### src/rtl/gpio_aon_pkg.sv
package gpio_aon_pkg;

    localparam int BUS_AW = 12;
    localparam int BUS_DW = 32;

    localparam logic [BUS_AW-1:0] OFS_POL = 12'h290;
    localparam logic [BUS_AW-1:0] OFS_SEL = 12'h294;
    localparam logic [BUS_AW-1:0] OFS_OE  = 12'h29C;
    localparam logic [BUS_AW-1:0] OFS_OUT = 12'h2A0;
    localparam logic [BUS_AW-1:0] OFS_IN  = 12'h2A4;

    typedef enum logic [2:0] {
        REG_NONE,
        REG_POL,
        REG_SEL,
        REG_OE,
        REG_OUT,
        REG_IN
    } reg_id_e;

    typedef struct packed {
        logic              we;
        logic [BUS_AW-1:0] addr;
        logic [BUS_DW-1:0] wdata;
    } bus_req_t;

    function automatic reg_id_e decode_reg(input logic [BUS_AW-1:0] a);
        case (a)
            OFS_POL: return REG_POL;
            OFS_SEL: return REG_SEL;
            OFS_OE:  return REG_OE;
            OFS_OUT: return REG_OUT;
            OFS_IN:  return REG_IN;
            default: return REG_NONE;
        endcase
    endfunction

endpackage

### src/rtl/gpio_aon_sync.sv
module gpio_aon_sync #(
    parameter int WIDTH = 22
) (
    input  logic             clk,
    input  logic             rst,
    input  logic [WIDTH-1:0] raw_in,
    output logic [WIDTH-1:0] sync_out
);
    logic [WIDTH-1:0] stage1_q;
    logic [WIDTH-1:0] stage2_q;

    always_ff @(posedge clk) begin
        if (rst) begin
            stage1_q <= '0;
            stage2_q <= '0;
        end else begin
            stage1_q <= raw_in;
            stage2_q <= stage1_q;
        end
    end

    assign sync_out = stage2_q;

endmodule

### src/rtl/gpio_aon_regs.sv
module gpio_aon_regs
    import gpio_aon_pkg::*;
#(
    parameter int NPIN = 22,
    parameter int NIRQ = 6
) (
    input  logic              clk,
    input  logic              rst,
    input  bus_req_t          req,
    input  logic [NPIN-1:0]   in_sync,
    output logic [BUS_DW-1:0] rdata,
    output logic [NPIN-1:0]   oe_q,
    output logic [NPIN-1:0]   out_q,
    output logic [BUS_DW-1:0] sel_q,
    output logic [NIRQ-1:0]   pol_q
);
    reg_id_e hit;

    assign hit = decode_reg(req.addr);

    always_ff @(posedge clk) begin
        if (rst) begin
            oe_q  <= '0;
            out_q <= '0;
            sel_q <= '0;
            pol_q <= '0;
        end else if (req.we) begin
            case (hit)
                REG_OE:  oe_q  <= req.wdata[NPIN-1:0];
                REG_OUT: out_q <= req.wdata[NPIN-1:0];
                REG_SEL: sel_q <= req.wdata;
                REG_POL: pol_q <= req.wdata[NIRQ-1:0];
                default: ;
            endcase
        end
    end

    always_comb begin
        rdata = '0;
        case (hit)
            REG_OE:  rdata[NPIN-1:0] = oe_q;
            REG_OUT: rdata[NPIN-1:0] = out_q;
            REG_IN:  rdata[NPIN-1:0] = in_sync;
            REG_SEL: rdata           = sel_q;
            REG_POL: rdata[NIRQ-1:0] = pol_q;
            default: rdata           = '0;
        endcase
    end

    AST_RESET_CLEARS: assert property (@(posedge clk)
        rst |=> (oe_q == '0 && out_q == '0 && sel_q == '0 && pol_q == '0));

    AST_OE_WRITE_TAKES: assert property (@(posedge clk) disable iff (rst)
        (req.we && req.addr == OFS_OE) |=> (oe_q == $past(req.wdata[NPIN-1:0])));

    AST_IDLE_HOLDS: assert property (@(posedge clk) disable iff (rst)
        (!req.we) |=> ($stable(oe_q) && $stable(out_q) && $stable(sel_q) && $stable(pol_q)));

endmodule

### src/rtl/gpio_aon_irq.sv
module gpio_aon_irq #(
    parameter int NIRQ = 6
) (
    input  logic            clk,
    input  logic            rst,
    input  logic [NIRQ-1:0] win_in,
    input  logic [NIRQ-1:0] win_sel,
    input  logic [NIRQ-1:0] pol,
    output logic [NIRQ-1:0] irq
);
    logic [NIRQ-1:0] irq_q;

    for (genvar k = 0; k < NIRQ; k++) begin : g_line
        logic active;
        assign active = win_sel[k] & ~(win_in[k] ^ pol[k]);

        always_ff @(posedge clk) begin
            if (rst) irq_q[k] <= 1'b0;
            else     irq_q[k] <= active;
        end

        AST_IRQ_OFF_IN_GPIO_MODE: assert property (@(posedge clk) disable iff (rst)
            (!win_sel[k]) |=> (!irq[k]));

        AST_IRQ_FOLLOWS_POLARITY: assert property (@(posedge clk) disable iff (rst)
            (win_sel[k] && (win_in[k] == pol[k])) |=> irq[k]);

        AST_IRQ_QUIET_WHEN_INACTIVE: assert property (@(posedge clk) disable iff (rst)
            (win_in[k] != pol[k]) |=> (!irq[k]));
    end

    assign irq = irq_q;

endmodule

### src/rtl/gpio_aon_ctrl.sv
module gpio_aon_ctrl
    import gpio_aon_pkg::*;
#(
    parameter int NPIN     = 22,
    parameter int NIRQ     = 6,
    parameter int IRQ_BASE = 8
) (
    input  logic              clk,
    input  logic              rst,
    input  logic [BUS_AW-1:0] bus_addr,
    input  logic              bus_we,
    input  logic [BUS_DW-1:0] bus_wdata,
    output logic [BUS_DW-1:0] bus_rdata,
    input  logic [NPIN-1:0]   pin_in,
    output logic [NPIN-1:0]   pin_out,
    output logic [NPIN-1:0]   pin_oe,
    output logic [NIRQ-1:0]   irq_out
);
    localparam int SEL_PINS = BUS_DW / 2;
    localparam int WIN_TOP  = IRQ_BASE + NIRQ;

    initial begin
        assert (WIN_TOP <= SEL_PINS && WIN_TOP <= NPIN && NPIN <= BUS_DW)
            else $error("interrupt window does not fit the select register");
    end

    bus_req_t          req;
    logic [NPIN-1:0]   in_sync;
    logic [NPIN-1:0]   oe_q;
    logic [NPIN-1:0]   out_q;
    logic [BUS_DW-1:0] sel_q;
    logic [NIRQ-1:0]   pol_q;
    logic [NIRQ-1:0]   win_sel;

    assign req = '{we: bus_we, addr: bus_addr, wdata: bus_wdata};

    gpio_aon_sync #(.WIDTH(NPIN)) u_sync (
        .clk      (clk),
        .rst      (rst),
        .raw_in   (pin_in),
        .sync_out (in_sync)
    );

    gpio_aon_regs #(.NPIN(NPIN), .NIRQ(NIRQ)) u_regs (
        .clk     (clk),
        .rst     (rst),
        .req     (req),
        .in_sync (in_sync),
        .rdata   (bus_rdata),
        .oe_q    (oe_q),
        .out_q   (out_q),
        .sel_q   (sel_q),
        .pol_q   (pol_q)
    );

    for (genvar k = 0; k < NIRQ; k++) begin : g_win
        assign win_sel[k] = sel_q[2*(IRQ_BASE+k)];
    end

    gpio_aon_irq #(.NIRQ(NIRQ)) u_irq (
        .clk     (clk),
        .rst     (rst),
        .win_in  (in_sync[IRQ_BASE +: NIRQ]),
        .win_sel (win_sel),
        .pol     (pol_q),
        .irq     (irq_out)
    );

    assign pin_oe  = oe_q;
    assign pin_out = out_q;

    AST_OUT_WRITE_TAKES: assert property (@(posedge clk) disable iff (rst)
        (bus_we && bus_addr == OFS_OUT) |=> (pin_out == $past(bus_wdata[NPIN-1:0])));

    AST_SEL_CHANGE_ONE_EDGE: assert property (@(posedge clk) disable iff (rst)
        (bus_we && bus_addr == OFS_SEL && bus_wdata[2*IRQ_BASE] == 1'b0) |=> ##1 (!irq_out[0]));

endmodule

### config.mk
export PLATFORM = sky130hd
export DESIGN_NAME = gpio_aon_ctrl
export DESIGN_NICKNAME = d
export VERILOG_FILES = /design/src/rtl/gpio_aon_pkg.sv /design/src/rtl/gpio_aon_sync.sv /design/src/rtl/gpio_aon_regs.sv /design/src/rtl/gpio_aon_irq.sv /design/src/rtl/gpio_aon_ctrl.sv
export SDC_FILE = /design/constraint.sdc
export NUM_CORES = 1
export LEC_CHECK = 0
export BUFFER_PORTS_ARGS = -buffer_cell sky130_fd_sc_hd__buf_2
export CORE_ASPECT_RATIO = 0.5
export CORE_MARGIN = 10
export CORE_UTILIZATION = 51
export DETAILED_ROUTE_END_ITERATION = 8
export PLACE_DENSITY = 0.9
export SLEW_MARGIN = 20
export SYNTH_ARGS = -nofsm -noshare
export SYNTH_HDL_FRONTEND = slang
export SYNTH_SLANG_ARGS = --single-unit
### constraint.sdc
create_clock -name clk -period 2.37 [get_ports clk]
set_clock_uncertainty 0.05 [all_clocks]
set_input_delay 0.237 -clock clk [delete_from_list [all_inputs] [get_ports clk]]
set_output_delay 0.237 -clock clk [all_outputs]
set_load 0.005 [all_outputs]
=== Word-level counts from Yosys, hierarchy flattened ===
Index checks and enable logic that the tools add are counted.

* Output and inout port bits: 82
* Input bits: 69
* Register bits after elaboration: 132

* Multiplexer cells: 4
* Bitwise operators: 18
* Reductions and logical operators: 4
* Equal/unequal tests: 10

{| class="wikitable"
|+ Operator list
! cell !! number
|-
| $pmux W16 S4 || 1
|-
| $eq A12 B10 Y1 const B || 5
|-
| $pmux W6 S5 || 1
|-
| $pmux W3 S5 || 1
|-
| $mux W10 || 1
|-
| $reduce_and A2 Y1 || 4
|-
| $and A1 B1 Y1 || 6
|-
| $eq A3 B2 Y1 const B || 2
|-
| $eq A3 B3 Y1 const B || 2
|-
| $not A1 Y1 || 6
|-
| $xor A1 B1 Y1 || 6
|-
| $eq A3 B1 Y1 const B || 1
|}

=== Depth between registers and ports, before layout ===
Gate-level depths: netlist (run 1).

* Word-level depth: 4
* Gate-level depth with buffers: 7
* Depth with buffers taken out: 4

=== Modules after synthesis ===
From an unflattened synthesis (run 1), not the netlist that was laid out.

* Cells, all modules: 550
* Area total of the unflattened synthesis: 5,677.9 µm²

{| class="wikitable"
|+ Modules (own cells, without submodules)
! module !! area an instance (µm²) !! cells each !! times used
|-
| gpio_aon_regs || 4,284.1 || 440 || 1
|-
| gpio_aon_sync || 1,176.1 || 92 || 1
|-
| gpio_aon_irq || 217.7 || 18 || 1
|}

=== Least setup slack after synthesis (run 1) ===
OpenSTA, ideal clock, no wires.

* Kind: input to output
* Start: in bus_addr[8]
* End: out bus_rdata[15]
* Path buffers: 1
* Stages: 5
* Path slack: 0.540 ns
* Data arrival time: 1.543 ns
* Cells stage by stage: or4b_4 -> nor2_1 -> nand2_2 -> buf_2 -> o22ai_1

* Word-level cells in the longest chain between the ends: 4

{| class="wikitable"
|+ Ends and longest elaborated chain
! what !! line !! RTL
|-
| start, declared || gpio_aon_ctrl.sv:10 || <nowiki>input logic [BUS_AW-1:0] bus_addr,</nowiki>
|-
| $eq A12 B10 Y1 || gpio_aon_pkg.sv:28 || <nowiki>case (a)</nowiki>
|-
| $pmux W3 S5 (*) || gpio_aon_pkg.sv:28 ||
|-
| $eq A3 B2 Y1 / $eq A3 B3 Y1 (equally long branches) || gpio_aon_regs.sv:40 || <nowiki>case (hit)</nowiki>
|-
| $pmux W16 S4 (*) || gpio_aon_regs.sv:40 ||
|-
| end, declared || gpio_aon_ctrl.sv:13 || <nowiki>output logic [BUS_DW-1:0] bus_rdata,</nowiki>
|}

Every way passes the cells marked *; elsewhere a longest branch is shown, timed or not.

=== Final worst setup path (run 1) ===
* Start: in bus_addr[8]
* End: out bus_rdata[18]

The elaborated chain is that of the path after synthesis.

==> flow_summary.ini, run 1 <==
[timing]
setup_viol = 0
slew_viol_final = 0
holdWs_ps = 11.9
relSlewSlack = 0.636
fmax_ghz = 0.475
post-route-min-period_ps = 2110
rsz0062_at_grt = no
setup_tns_ps = 0
fin_crit_sh = 0.889
worstMarginPinSlew_ps = 547
final-hold-violation-count = 0

[clocking]
worstSkewPairLatency_ps = 420
root_buffer = clkbuf_16
numCtsBuffers = 17
cts_sinks = 132
cts_max_path_buffers = 2
cts_resized = 0
ctsHtreeMaxLevel = 4
cts_tree = done
clk_pin_slew_ps = 60

[critical_path]
startpoint_type = input port
cpMostUsedCell = buf_2
critPathKind = in -> out
cp_max_fo = 16
setup.worst_path.end_class = primary output
crit_arrival_ps = 1820
critical-path-max-stage-delay_ps = 560
crit_family = simple AND/OR/NAND/NOR gates
crit_required_ps = 2080
path_cells = buf_2, or4b_4, nor2_1, nand2_2, o22ai_1, buf_2
worst-path-buf-inv = 2
cp_slowest_cell = or4b_4

[global_route]
grt_use_total = 0.206
grt_overflow = 0
first_global_vias = 4719
antenna_found_initial = 0
grt_pass1_wl_um = 24600
grt_start_max_net_pins = 54

[cells_and_area]
syn_to_final_growth_pct = 34.5
finalInstanceArea_um2 = 6940
final_net_count = 795
antenna_cells = 0
stdcell_count = 874
layout-drive-gt1-share = 0.277

[route]
drc = 0
viasPerCell = 5.32
vias = 4648
totalWireLength_um = 15400
wire_per_inst_um = 17.7
drt_first_iter_violations = 382
antenna_left = 0
first_pass_iters = 5

[power_and_ir_drop]
power_density_nw_per_um2 = 809
irDropWorstVdd_mv = 0.593
p_leak_nw = 3.03

[synthesis]
yosys.cell_types.count = 27
ys_warn_count = 0
synth_nets = 631
ys_seq_area_frac = 0.512
syn_area_um2 = 5160
synth_area_per_cell_um2 = 9.18
synthCells = 562
ys_ff_latch = 132

[floorplanning]
fp.dieH_um = 91.1
die_w_um = 162
rows = 25
floorplan.die_area_um2 = 14800
boundaryPins = 151
fp.coreArea_um2 = 9670
start_util = 0.534

[min_path]
min_path_type = in -> reg

[place]
place_congestion = 0.826
portBuffers = 150
place_area_um2 = 6070
post-place-cells = 825
place_hpwl_um = 10600

[run]
cap_violations = 0

[outcome]
status = complete, no violations
-- tightest hold or removal path, delay by kind of cell --
kind | cells | cell delay (ps)
and+or+nand+nor | 1 | 40
AOI/OAI and AO/OA | 1 | 50
buffers and inverters | 1 | 90
-- placed cells by master, fill, tap and decap left out --
master / netlist / layout
a21oi_1: 54 / 54
and4_1: 3 / 3
o22ai_1: 22 / 22
clkinvlp_4: 0 / 2
o21ai_0: 6 / 6
nor4b_2: 1 / 1
and3_1: 1 / 1
nand4bb_1: 2 / 2
clkinv_2: 0 / 2
nor2_1: 32 / 32
nand2_1: 114 / 114
dfxtp_1: 132 / 132
nor2b_1: 44 / 44
buf_4: 0 / 17
nand4_1: 4 / 4
clkinv_4: 0 / 2
and3b_1: 1 / 1
nor4bb_1: 1 / 1
xor2_1: 6 / 6
or2_2: 1 / 1
nand3_1: 6 / 6
clkbuf_16: 0 / 17
nand2_2: 1 / 1
nor3b_1: 7 / 7
buf_2: 8 / 149
or4b_4: 1 / 1
clkbuf_8: 0 / 2
mux2i_1: 72 / 72
dlygate4sd3_1: 0 / 17
bufinv_16: 0 / 7
buf_12: 0 / 2
and2_1: 10 / 10
nor4b_4: 1 / 1
-- metrics by stage --
stage,setup WS [ps],util,total power (W)
after floorplan,540,-,0.00242
after global placement,374,0.628,0.00252
after detailed placement,294,0.628,0.00252
after CTS,285,0.718,0.00564
after global routing,172,0.718,0.00578
final,264,0.718,0.00562
-- metal layers --
layer	wire length, um	vias up	global-route usage
li1	-	2222	-
met1	6470	2202	0.244
met2	7450	201	0.342
met3	1230	23	0.0667
met4	281	0	0.0776
met5	0	-	0
-- cells in the mapped netlist --
cell | number | share of area
xor2_1 | 6 | 0.010
and4_1 | 3 | 0.0051
nor4b_2 | 1 | 0.0029
o21ai_0 | 6 | 0.0058
nor4b_4 | 1 | 0.0046
or4b_4 | 1 | 0.0027
nand4bb_1 | 2 | 0.0044
or2_2 | 1 | 0.0012
nand4_1 | 4 | 0.0048
nor2_1 | 32 | 0.023
nand2_2 | 1 | 0.0012
and2_1 | 10 | 0.012
and3b_1 | 1 | 0.0017
nor2b_1 | 44 | 0.053
mux2i_1 | 72 | 0.14
nor3b_1 | 7 | 0.010
a21oi_1 | 54 | 0.052
buf_6 | 2 | 0.0044
dfxtp_1 | 132 | 0.51
o22ai_1 | 22 | 0.027
buf_1 | 3 | 0.0022
nor4bb_1 | 1 | 0.0019
nand2_1 | 114 | 0.083
buf_2 | 8 | 0.0078
nand3_1 | 6 | 0.0058
clkbuf_1 | 27 | 0.020
and3_1 | 1 | 0.0012
-- state kept, by name (all words and copies together), names as in the netlist --
register and count:
u_regs.out_q 22, u_sync.stage1_q 22, u_irq.irq 6, u_regs.pol_q 6
u_regs.sel_q 32, u_regs.oe_q 22, u_sync.sync_out 22
-- path summary, 6_finish.rpt --
kind | startpoint | end | slack [ps] | cells past startpoint
setup reg to reg | u_sync.sync_out[13] | u_irq.irq[5] | 1450 | 2
hold / removal | bus_wdata[22] | u_regs.sel_q[22] | 10 | 3
setup / recovery | bus_addr[8] | bus_rdata[18] | 260 | 6
hold reg to reg | u_sync.stage1_q[10] | u_sync.sync_out[10] | 380 | 1
-- power breakdown --
group          total [W]  internal (W)  switching, W
sequential       0.00227       0.00225     0.0000127
clock            0.00311       0.00213      0.000981
combinational   0.000234      0.000114      0.000120
total            0.00562       0.00450       0.00111
-- area by class of cell --
class	count	area [um2]
fillers	704	2720
flip-flops and latches	132	2640
multi-input cells	390	2340
repair buffers	185	1080
clock buffers	19	453
clock inverters	13	253
well taps	135	169
-- kinds of logic (layout without fill, tap and decap cells) --
family | count (synthesis) | in the layout | share of synthesized area
buf+inv | 40 | 217 | 0.0339
simple gates | 230 | 230 | 0.219
flops | 132 | 132 | 0.512
mux | 72 | 72 | 0.140
compound gates | 82 | 82 | 0.0848
xor+xnor | 6 | 6 | 0.0102
-- repair_timing --
item | 4_1_cts | 5_1_grt
endpoints found under the setup margin | 0 | 0
setup buffers | 0 | 0
endpoints found under the hold margin | 17 | 0
hold buffers | 17 | 0
Power figures use the tool's default switching activity.
==> run 2: changes to the inputs <==
Settings changed: RECOVER_POWER from default to 50.
==> run 2 against run 1 <==
Net effect:
- worst hold slack worse by 2.0 ps
- combinational power down 2%
- largest power group unchanged
- critical path depth unchanged
- total power down 0.26%
- critical path type unchanged
- register-to-register slack worse by 30 ps
- final area down 1.1%
- via count down 0.37%
- first-iteration DRC count down 7.6%
==> flow_summary.ini, run 2 (same netlist as run 1, synthesis figures left out) <==
[floorplanning]
die_w_um = 162
floorplan.die_area_um2 = 14800
fp.dieH_um = 91.1
rows = 25
fp.coreArea_um2 = 9670
boundaryPins = 151
start_util = 0.534

[run]
cap_violations = 0

[min_path]
hold_path_startpoint = pin_in[15]
hold_path_depth = 2
min_path_type = in -> reg

[clocking]
ctsHtreeMaxLevel = 4
worstSkewPairLatency_ps = 420
clk_pin_slew_ps = 60
root_buffer = clkbuf_16
cts_tree = done
cts_max_path_buffers = 2
numCtsBuffers = 17
cts_sinks = 132

[critical_path]
startpoint_type = input port
cpMostUsedCell = buf_2
critical-path-max-stage-delay_ps = 560
crit_required_ps = 2080
cp.depth = 6
crit_family = simple AND/OR/NAND/NOR gates
cp-startpoint = bus_addr[8]
cp_slowest_cell = or4b_4
rr_startpoint = u_sync.sync_out[13]
worst-path-buf-inv = 2
cp_max_fo = 16
r2r.worst_path.cells = 2
path_cells = buf_2, or4b_4, nor2_1, nand2_2, o22ai_1, buf_2
crit_arrival_ps = 1790
setup.worst_path.end_class = primary output
critPathKind = in -> out

[cells_and_area]
top_register = u_regs.sel_q
finalInstanceArea_um2 = 6870
stdcell_count = 874
final_cell_mix = 132 x dfxtp_1, 114 x nand2_1, 106 x buf_2
regArea_um2 = 2640
final_net_count = 795
antenna_cells = 0
fill_cells = 738
final_common_cell = dfxtp_1
layout-drive-gt1-share = 0.217
largest_reg_flops = 32
syn_to_final_growth_pct = 33.0
multiInputGateArea_um2 = 2340

[place]
place_area_um2 = 6070
portBuffers = 150
place_hpwl_um = 10600
post-place-cells = 825
place_congestion = 0.826

[global_route]
first_global_vias = 4719
grt_use_total = 0.206
grt_start_max_net_pins = 54
antenna_found_initial = 0
grt_pass1_wl_um = 24600
grt_overflow = 0

[route]
viasPerCell = 5.30
totalWireLength_um = 15400
drt_first_iter_violations = 353
antenna_left = 0
vias = 4631
wire_per_inst_um = 17.7
first_pass_iters = 5
drc = 0

[power_and_ir_drop]
netSwitchingFraction = 0.197
power_density_nw_per_um2 = 816
clockPowerShare = 0.554
p_seq_frac = 0.405
internal-power_w = 0.00450
combPwrFrac = 0.041
power.switching_w = 0.00110
p_leak_nw = 2.83
irDropWorstVdd_mv = 0.589

[timing]
relSlewSlack = 0.298
setup_viol = 0
slew_viol_final = 0
worstMarginPinSlew_ps = 1050
fmax_ghz = 0.481
setup_tns_ps = 0
holdWs_ps = 9.91
final-hold-violation-count = 0
post-route-min-period_ps = 2080
fin_crit_sh = 0.877
rsz0062_at_grt = no

[outcome]
status = complete, no violations
-- run 2: changes by cell type in the layout (fill, tap and decap cells not counted), sizes merged --
cell	change
clkbuf	+47
buf	-47
-- run 2: path summary, 6_finish.rpt --
check,to,slack (ps)
max,bus_rdata[14],290
min,u_sync.stage1_q[15],10
max reg2reg,u_irq.irq[5],1420
min reg2reg,u_sync.sync_out[10],380
-- run 2: layer usage --
| metal | vias up | global-route usage | routed length, um |
|---|---|---|---|
| met3 | 22 | 0.0667 | 1320 |
| met2 | 203 | 0.342 | 7510 |
| met1 | 2182 | 0.244 | 6370 |
| met5 | - | 0 | 0 |
| met4 | 0 | 0.0776 | 231 |
| li1 | 2224 | - | - |
-- run 2: layout make-up --
type                            count  share of cell area
Sequential cell                   132               0.385
Multi-Input combinational cell    390               0.341
Timing Repair Buffer              185               0.146
Clock buffer                       19              0.0660
Clock inverter                     13              0.0368
Tap cell                          135              0.0246
-- run 2: stage by stage --
step	setup slack [ps]	utilization	total power (W)
3_3_place_gp	374	0.628	0.00252
3_5_place_dp	294	0.628	0.00252
2_1_floorplan	540	-	0.00242
4_1_cts	285	0.718	0.00564
6_report	290	0.710	0.00560
5_1_grt	172	0.710	0.00578
-- run 2: power by group through the flow --
stage,Clock (W),Combinational [W],Sequential [W]
global route,0.00326,0.000248,0.00227
floorplan,0,0.000110,0.00231
finish,0.00311,0.000229,0.00227
CTS,0.00315,0.000231,0.00227
detailed placement,0,0.000208,0.00232
global placement,0,0.000205,0.00231
-- run 2: worst reg2reg max path, stage by stage (launching register included) --
cell     delay, ps
dfxtp_1        460
xor2_1         230
nor3b_1         70
-- run 2: what timing repair did --
item | CTS | global route
endpoints found under the hold margin | 17 | 0
resized for setup | 0 | 0
setup buffers | 0 | 0
hold buffers | 17 | 0
==> run 3: changes to the inputs <==
Clock period 2.37 ns to 2.3 ns, I/O delays scaled along.
==> run 3 against run 2 <==
Net effect:
- the run now ends with capacitance limit, slew limit left
- register-to-register slack barely moved
- worst hold slack improved by 1.7 ps
- non-clock buffer count did not move
- count of clock-buffer cells in the layout did not move
==> flow_summary.ini, run 3 (same netlist as run 1, synthesis figures left out) <==
[place]
portBuffers = 150
post-place-cells = 825
place_hpwl_um = 10800
place_congestion = 0.816

[clocking]
cts_max_path_buffers = 2
cts_sinks = 132
clk_pin_slew_ps = 60
worstSkewPairLatency_ps = 400
cts_setup_buffers = 0
cts-hold-fix-buffers = 17
ctsHtreeMaxLevel = 4
numCtsBuffers = 17
root_buffer = clkbuf_16
cts_tree = done
cts_resized = 0

[power_and_ir_drop]
power_density_nw_per_um2 = 756
irDropWorstVdd_mv = 0.610
p_leak_nw = 2.76

[timing]
holdWs_ps = 11.7
final-hold-violation-count = 0
fin_crit_sh = 0.913
rsz0062_at_grt = no
worstMarginPinSlew_ps = 1860
slew_viol_final = 43
setup_tns_ps = 0
relSlewSlack = -0.241
fmax_ghz = 0.476
post-route-min-period_ps = 2100
setup_viol = 0

[global_route]
grt_overflow = 0
antenna_found_initial = 0
grt_start_max_net_pins = 49
grt_pass1_wl_um = 24100
grt_use_total = 0.201
first_global_vias = 4576

[critical_path]
regToRegSetupSlack_ps = 1420
setup.worst_path.end_class = primary output
cpMostUsedCell = buf_2
r2r.worst_path.cells = 2
critical-path-max-stage-delay_ps = 560
cp_slowest_cell = or4b_4
crit_required_ps = 2020
timing.rr.end = u_irq.irq[5]
startpoint_type = input port
crit_arrival_ps = 1820
cp_max_fo = 16
critPathKind = in -> out
rr_startpoint = u_sync.sync_out[13]
crit_family = simple AND/OR/NAND/NOR gates
path_cells = buf_2, or4b_4, nor2_1, nand2_2, o22ai_1, buf_2
worst-path-buf-inv = 2

[outcome]
status = complete, but fails checks
violations = capacitance limit, slew limit

[route]
vias = 4587
drc = 0
drt_first_iter_violations = 356
antenna_left = 0
viasPerCell = 5.25
wire_per_inst_um = 17.6
first_pass_iters = 5
totalWireLength_um = 15400

[min_path]
hold_path_end = u_sync.stage1_q[17]
hold_path_startpoint = pin_in[17]
min_path_type = in -> reg
hold_path_depth = 2

[floorplanning]
fp.coreArea_um2 = 9670
start_util = 0.534
boundaryPins = 151
rows = 25
fp.dieH_um = 91.1
floorplan.die_area_um2 = 14800
die_w_um = 162

[cells_and_area]
layout-drive-gt1-share = 0.212
syn_to_final_growth_pct = 30.5
fill_cells = 759
top_register = u_regs.sel_q
stdcell_count = 874
antenna_cells = 0
final_cell_mix = 132 x dfxtp_1, 114 x nand2_1, 102 x buf_2
largest_reg_flops = 32
final_common_cell = dfxtp_1
final_net_count = 795

[run]
cap_violations = 1
-- run 3: cell count changes in the layout (fill, tap and decap cells not counted) --
cell | before | now
clkinv_2 | 2 | 6
buf_2 | 106 | 102
buf_4 | 14 | 15
bufinv_16 | 7 | 1
clkinv_4 | 2 | 4
clkbuf_2 | 2 | 1
clkbuf_1 | 45 | 48
buf_12 | 1 | 2
-- run 3: final cells by class --
| class | instances | area [um2] | share of cell area |
|---|---|---|---|
| Clock inverter | 13 | 110 | 0.0163 |
| Multi-Input combinational cell | 390 | 2340 | 0.348 |
| Tap cell | 135 | 169 | 0.0251 |
| Sequential cell | 132 | 2640 | 0.392 |
| Clock buffer | 19 | 453 | 0.0672 |
| Timing Repair Buffer | 185 | 1020 | 0.151 |
-- run 3: worst register-to-register path: stages, from the launching register on --
cell     delay [ps]
dfxtp_1         440
xor2_1          200
nor3b_1          70
-- run 3: worst max path at each step --
| stage | start | end | slack (ps) | cells after the start |
|---|---|---|---|---|
| after floorplan | bus_addr[8] | bus_rdata[15] | 480 | 5 |
| after global placement | bus_addr[8] | bus_rdata[10] | 330 | 6 |
| after detailed placement | bus_addr[8] | bus_rdata[20] | 230 | 6 |
| after CTS | bus_addr[8] | bus_rdata[20] | 230 | 6 |
| after global routing | bus_addr[8] | bus_rdata[6] | 150 | 6 |
| final | bus_addr[8] | bus_rdata[20] | 200 | 6 |
-- run 3: where the power goes --
group	switching, W	internal, W	total [W]
clock	0.000982	0.00154	0.00252
combinational	0.000124	0.000117	0.000241
sequential	0.0000133	0.00232	0.00234
total	0.00112	0.00398	0.00510
-- run 3: stage by stage --
stage	instance area (um2)	total power, W	utilization	setup slack [ps]
after floorplan	5160	0.00249	-	484
after global placement	6070	0.00259	0.628	331
after detailed placement	6070	0.00260	0.628	229
after CTS	6800	0.00513	0.704	226
after global routing	6740	0.00527	0.697	146
final	6740	0.00510	0.697	200
-- run 3: routing by layer --
layer,track usage,share of wire,vias to the layer above
met5,0,0,-
met4,0.0730,0.018,0
met3,0.0577,0.074,23
met2,0.336,0.48,177
met1,0.243,0.43,2168
li1,-,-,2219
